==> src/rtl/cap_pkg.sv <==
package cap_pkg;

    localparam int unsigned DEF_DATA_W = 16;
    localparam int unsigned DEF_DIV_W  = 10;
    localparam int unsigned NUM_CHAN   = 2;

    typedef enum logic {
        MODE_FLAG  = 1'b0,
        MODE_PACED = 1'b1
    } smode_e;

    typedef enum logic {
        ALIGN_WAIT  = 1'b0,
        ALIGN_PACED = 1'b1
    } align_e;

    typedef struct packed {
        logic frame;
        logic valid;
        logic full;
        logic ovr_clr;
    } chan_evt_t;

    // decides whether the frame in this cycle is a sample to capture
    function automatic logic capture_due(smode_e m, align_e a, logic pend, logic valid);
        if (m == MODE_FLAG)        return valid;
        else if (a == ALIGN_WAIT)  return valid;
        else                       return pend;
    endfunction

    // pending capture: set by time-out, consumed by a later frame
    function automatic logic next_pending(logic pend, logic timeout, logic frame);
        return timeout | (pend & ~frame);
    endfunction

endpackage

==> src/rtl/cap_rate_timer.sv <==
module cap_rate_timer
    import cap_pkg::*;
#(
    parameter int unsigned DIV_W = DEF_DIV_W
) (
    input  logic             clk,
    input  logic             rst,
    input  logic             load,
    input  logic             run,
    input  logic [DIV_W-1:0] div,
    output logic             timeout
);

    logic [DIV_W-1:0] cnt_q;
    logic             at_zero;

    assign at_zero = (cnt_q == '0);
    assign timeout = run & at_zero;

    always_ff @(posedge clk) begin
        if (rst) begin
            cnt_q <= '0;
        end else if (load) begin
            cnt_q <= div;
        end else if (run) begin
            cnt_q <= at_zero ? div : cnt_q - 1'b1;
        end
    end

endmodule

==> src/rtl/cap_channel.sv <==
module cap_channel
    import cap_pkg::*;
#(
    parameter int unsigned DATA_W = DEF_DATA_W,
    parameter int unsigned DIV_W  = DEF_DIV_W
) (
    input  logic              clk,
    input  logic              rst,
    input  logic              enable,
    input  smode_e            mode,
    input  chan_evt_t         evt,
    input  logic [DATA_W-1:0] data,
    input  logic [DIV_W-1:0]  div,
    output logic              wr,
    output logic [DATA_W-1:0] wdata,
    output logic              ovr
);

    align_e align_q;
    logic   pend_q;
    logic   paced;
    logic   capture;
    logic   align_load;
    logic   timer_run;
    logic   timeout;

    assign paced      = enable & (mode == MODE_PACED);
    assign capture    = enable & evt.frame & capture_due(mode, align_q, pend_q, evt.valid);
    assign align_load = paced & (align_q == ALIGN_WAIT) & evt.frame & evt.valid;
    assign timer_run  = paced & (align_q == ALIGN_PACED);

    cap_rate_timer #(
        .DIV_W (DIV_W)
    ) u_timer (
        .clk     (clk),
        .rst     (rst),
        .load    (align_load),
        .run     (timer_run),
        .div     (div),
        .timeout (timeout)
    );

    // alignment and pending state
    always_ff @(posedge clk) begin
        if (rst || !paced) begin
            align_q <= ALIGN_WAIT;
            pend_q  <= 1'b0;
        end else if (align_q == ALIGN_WAIT) begin
            pend_q <= 1'b0;
            if (align_load) align_q <= ALIGN_PACED;
        end else begin
            pend_q <= next_pending(pend_q, timeout, evt.frame);
        end
    end

    // FIFO-side outputs
    always_ff @(posedge clk) begin
        if (rst) begin
            wr    <= 1'b0;
            wdata <= '0;
            ovr   <= 1'b0;
        end else begin
            wr  <= capture & ~evt.full;
            ovr <= (ovr & ~evt.ovr_clr) | (capture & evt.full);
            if (capture && !evt.full) wdata <= data;
        end
    end

endmodule

==> src/rtl/codec_capture_ctrl.sv <==
module codec_capture_ctrl
    import cap_pkg::*;
#(
    parameter int unsigned DATA_W = DEF_DATA_W,
    parameter int unsigned DIV_W  = DEF_DIV_W
) (
    input  logic              clk,
    input  logic              rst,
    input  logic              enable,
    input  logic              mode,
    input  logic              frame_stb,
    input  logic              audio_valid,
    input  logic [DATA_W-1:0] audio_data,
    input  logic [DIV_W-1:0]  audio_div,
    input  logic              audio_full,
    input  logic              audio_ovr_clr,
    input  logic              tele_valid,
    input  logic [DATA_W-1:0] tele_data,
    input  logic [DIV_W-1:0]  tele_div,
    input  logic              tele_full,
    input  logic              tele_ovr_clr,
    output logic              audio_wr,
    output logic [DATA_W-1:0] audio_wdata,
    output logic              audio_ovr,
    output logic              tele_wr,
    output logic [DATA_W-1:0] tele_wdata,
    output logic              tele_ovr
);

    localparam int unsigned NCH = NUM_CHAN;

    chan_evt_t         evt_a   [NCH];
    logic [DATA_W-1:0] data_a  [NCH];
    logic [DIV_W-1:0]  div_a   [NCH];
    logic              wr_a    [NCH];
    logic [DATA_W-1:0] wdata_a [NCH];
    logic              ovr_a   [NCH];
    smode_e            mode_e;

    assign mode_e = smode_e'(mode);

    // channel 0: audio, channel 1: telecom
    assign evt_a[0]  = '{frame: frame_stb, valid: audio_valid, full: audio_full, ovr_clr: audio_ovr_clr};
    assign evt_a[1]  = '{frame: frame_stb, valid: tele_valid,  full: tele_full,  ovr_clr: tele_ovr_clr};
    assign data_a[0] = audio_data;
    assign data_a[1] = tele_data;
    assign div_a[0]  = audio_div;
    assign div_a[1]  = tele_div;

    for (genvar c = 0; c < NCH; c++) begin : g_chan
        cap_channel #(
            .DATA_W (DATA_W),
            .DIV_W  (DIV_W)
        ) u_chan (
            .clk    (clk),
            .rst    (rst),
            .enable (enable),
            .mode   (mode_e),
            .evt    (evt_a[c]),
            .data   (data_a[c]),
            .div    (div_a[c]),
            .wr     (wr_a[c]),
            .wdata  (wdata_a[c]),
            .ovr    (ovr_a[c])
        );
    end

    assign audio_wr    = wr_a[0];
    assign audio_wdata = wdata_a[0];
    assign audio_ovr   = ovr_a[0];
    assign tele_wr     = wr_a[1];
    assign tele_wdata  = wdata_a[1];
    assign tele_ovr    = ovr_a[1];

endmodule

==> config.mk <==
export PLATFORM = sky130hd
export DESIGN_NAME = codec_capture_ctrl
export DESIGN_NICKNAME = d
export VERILOG_FILES = /design/src/rtl/cap_pkg.sv /design/src/rtl/cap_rate_timer.sv /design/src/rtl/cap_channel.sv /design/src/rtl/codec_capture_ctrl.sv
export SDC_FILE = /design/constraint.sdc
export NUM_CORES = 1
export LEC_CHECK = 0
export ABC_AREA = 1
export BUFFER_PORTS_ARGS = -buffer_cell sky130_fd_sc_hd__buf_2
export CAP_MARGIN = 10
export CORE_MARGIN = 10
export CORE_UTILIZATION = 50
export CTS_CLUSTER_DIAMETER = 150
export DETAILED_ROUTE_END_ITERATION = 10
export HOLD_SLACK_MARGIN = 0.03
export MAX_ROUTING_LAYER = met4
export PLACE_DENSITY = 0.75
export SYNTH_ARGS = -nofsm -noshare
export SYNTH_HDL_FRONTEND = slang
export SYNTH_SLANG_ARGS = --single-unit
==> constraint.sdc <==
create_clock -name clk -period 2.65 [get_ports clk]
set_clock_uncertainty 0.1 [all_clocks]
set_input_delay 0.265 -clock clk [delete_from_list [all_inputs] [get_ports clk]]
set_output_delay 0.265 -clock clk [all_outputs]
set_load 0.005 [all_outputs]
==> results by group <==
GRT
  • Initial antenna violation count: 0
  • Met3 Usage GRT: 0.0724
  • Grt ovf: 0
  • Met1 Use GR: 0.208
  • Vias in the first global route: 2,938
  • Most Used Layer, Global Route: met2
  • Tot GR Track Use: 0.176
  • First-pass GRT wire length: 13.6 mm
  • Largest net degree at the start of global routing: 34
  • Grt met2 use: 0.266

STA
  • Final hold slack: 42.4 ps
  • Endpoints failing hold: 0
  • Period minus WS final: 1990 ps
  • Worst slew pin tran: 627 ps
  • Final Setup Violations: 0
  • Total negative slack: 0 ps
  • Final Max Slew Viols: 0
  • Relative slew slack: 0.582
  • Max Freq: 0.503 GHz
  • RSZ-0062 raised after global routing: no
  • Final worst path period share: 0.750

Setup path
  • Crit path largest cell delay: 320 ps
  • Critical path data required time: 2830 ps
  • Worst Path Buf+Inv: 2
  • CP max FO: 11
  • CP startpoint kind: flop
  • Worst setup EP type: flop
  • WP data arrival: 2160 ps
  • Crit-path slowest cell: dfxtp_1
  • Cell family contributing the most delay on the critical path: simple AND/OR/NAND/NOR gates
  • CP Class: reg -> reg
  • CP cell instances: inv_1 -> ha_1 -> nand3_1 -> nor2_1 -> nand2_1 -> nand2_1 -> inv_2 -> nand2_1 -> nand2_1 -> nand2_1 -> nand2_1 -> nor2_1
  • CP dominant cell by count: nand2_1

Die
  • Core area: 5610 um^2
  • Initial core utilization: 0.527
  • Die Area: 9380 um^2
  • I/O Pins: 99
  • Die Y: 96.9 um
  • Die W: 96.9 um
  • Num rows: 27

Logic synthesis
  • Synth Flop Type: dfxtp_1
  • Post-synth top area cell: dfxtp_1
  • Netlist cell types: 32
  • Flip-flop and latch count after synthesis: 60
  • Commonest cells post-synth: 82 x nor2_1, 78 x nand2_1, 60 x dfxtp_1
  • Cell with the most instances after synthesis: nor2_1
  • Syn Nets: 488
  • Cells taking the most area after synthesis: dfxtp_1 41%, nor2_1 10%, nand2_1 9.9%
  • Top-area cell type share of the netlist area: 0.407
  • Seq/Total Area, Yosys: 0.407
  • Async S/R FF share, synth: 0
  • EDFF count, synth: 0
  • Synthesized area per cell: 6.98 um^2
  • Synth Instances: 423
  • YS warnings: 0
  • Cell area after synthesis: 2950 um^2

Cells and area
  • Final instance area: 3740 um^2
  • Util after Layout: 0.667
  • Fillers: 497
  • Multi-input logic area: 1460 um^2
  • Share of cells above drive strength 1: 0.289
  • Post-synthesis to final-layout area growth: 26.6%
  • Register area: 1200 um^2
  • Nets: 593
  • # diodes: 0

Clock tree
  • Clk sinks: 60
  • H-tree depth: 3
  • Total CTS buffers: 9
  • Post-CTS Setup Repair Bufs: 0
  • Clk_lat worst skew: 340 ps
  • CTS tree: yes
  • CTS Hold Bufs: 9
  • Post-CTS Resized: 0
  • Root buffer selected by CTS: clkbuf_8
  • Maximum clock path buffer count: 2
  • Clock slew at reported path FFs: 70 ps

Drt
  • Routed WL per cell: 13.3 um
  • Via count: 2,967
  • Drt initial violations: 138
  • Antenna Nets Post-Route: 0
  • DRT Wirelength: 8.04 mm
  • Total iterations of the first detailed-routing run: 5
  • Vias per cell: 4.90
  • Residual DRC count: 0

Power
  • Leak: 1.95 nW
  • Max IR drop VDD: 0.386 mV
  • Power density over the cells: 579 nW/um^2
  • Final Power: 2.16 mW

Placed design
  • HPWL after DPL: 5.87 mm
  • Gpl congestion: 0.983
  • Dpl cell area: 3450 um^2
  • Port bufs: 98

Job
  • Max Cap Viol: 0

Status
  • Status: finished, final reports clean

Min path
  • HP Class: in -> reg
[state kept, by name, indices dropped and copies added, names as in the netlist]
| register | flops |
|---|---|
| g_chan.u_chan.wdata | 32 |
| g_chan.u_chan.u_timer.cnt_q | 20 |
| g_chan.u_chan.align_q | 2 |
| g_chan.u_chan.ovr | 2 |
| g_chan.u_chan.pend_q | 2 |
| g_chan.u_chan.wr | 2 |
[stage by stage]
| stage | worst slack [ps] | cells |
|---|---|---|
| floorplan | 1000 | 423 |
| global placement | 774 | 580 |
| detailed placement | 694 | 580 |
| CTS | 685 | 605 |
| global route | 484 | 605 |
| finish | 662 | 605 |
[path summary, 6_finish.rpt]
check / cells past startpoint / slack [ps] / end / from
min: 3 / 40 / g_chan[1].u_chan.wdata[11]$_SDFFE_PP0P_ / tele_data[11]
min reg2reg: 2 / 360 / g_chan[0].u_chan.ovr$_SDFF_PP0_ / g_chan[0].u_chan.ovr$_SDFF_PP0_
max: 12 / 660 / g_chan[0].u_chan.u_timer.cnt_q[9]$_SDFFE_PP0P_ / g_chan[0].u_chan.u_timer.cnt_q[0]$_SDFFE_PP0P_
max reg2reg: 12 / 660 / g_chan[0].u_chan.u_timer.cnt_q[9]$_SDFFE_PP0P_ / g_chan[0].u_chan.u_timer.cnt_q[0]$_SDFFE_PP0P_
[routing by layer]
metal  share of wire  wire length [um]  vias up
met3           0.098               786       11
li1                -                 -     1542
met2            0.44              3570      115
met5               0                 0        -
met4           0.015               123        0
met1            0.44              3560     1299
[layout by cell type (no fill, tap or decap), types with 4 or more instances in the layout]
master and n:
clkbuf_8 11, o21ai_1 42, dlygate4sd3_1 9, buf_2 98, nor2_1 82, nand2_2 5, nand3_1 15, inv_1 44
xor2_1 4, a21oi_1 17, o21ai_0 14, nand2_1 78, nor2_2 20, inv_2 4, dfxtp_1 60
[area by class of cell]
type                       instances  area share
clock inverter                     3      0.0120
clock buffer                      13      0.0425
sequential                        60       0.321
tap                               72      0.0241
timing repair buffer             108       0.157
inverter                          50      0.0515
multi-input combinational        299       0.391
[power breakdown]
group / leakage, nW / internal, mW / total [mW] / switching [mW]
combinational: 1.37 / 0.140 / 0.363 / 0.223
sequential: 0.487 / 0.932 / 0.951 / 0.0192
clock: 0.0959 / 0.486 / 0.850 / 0.364
[tightest hold or removal path, cell delays in order]
cell    delay [ps]
buf_2           80
nor2_2          30
nor2_1          80
[logic make-up after synthesis]
kind of cell,share of synthesized area
compound gates,0.142
xor+xnor,0.0148
fa+ha+maj,0.00847
buf+inv,0.0978
flops,0.407
simple gates,0.330
Power figures use the tool's default switching activity.
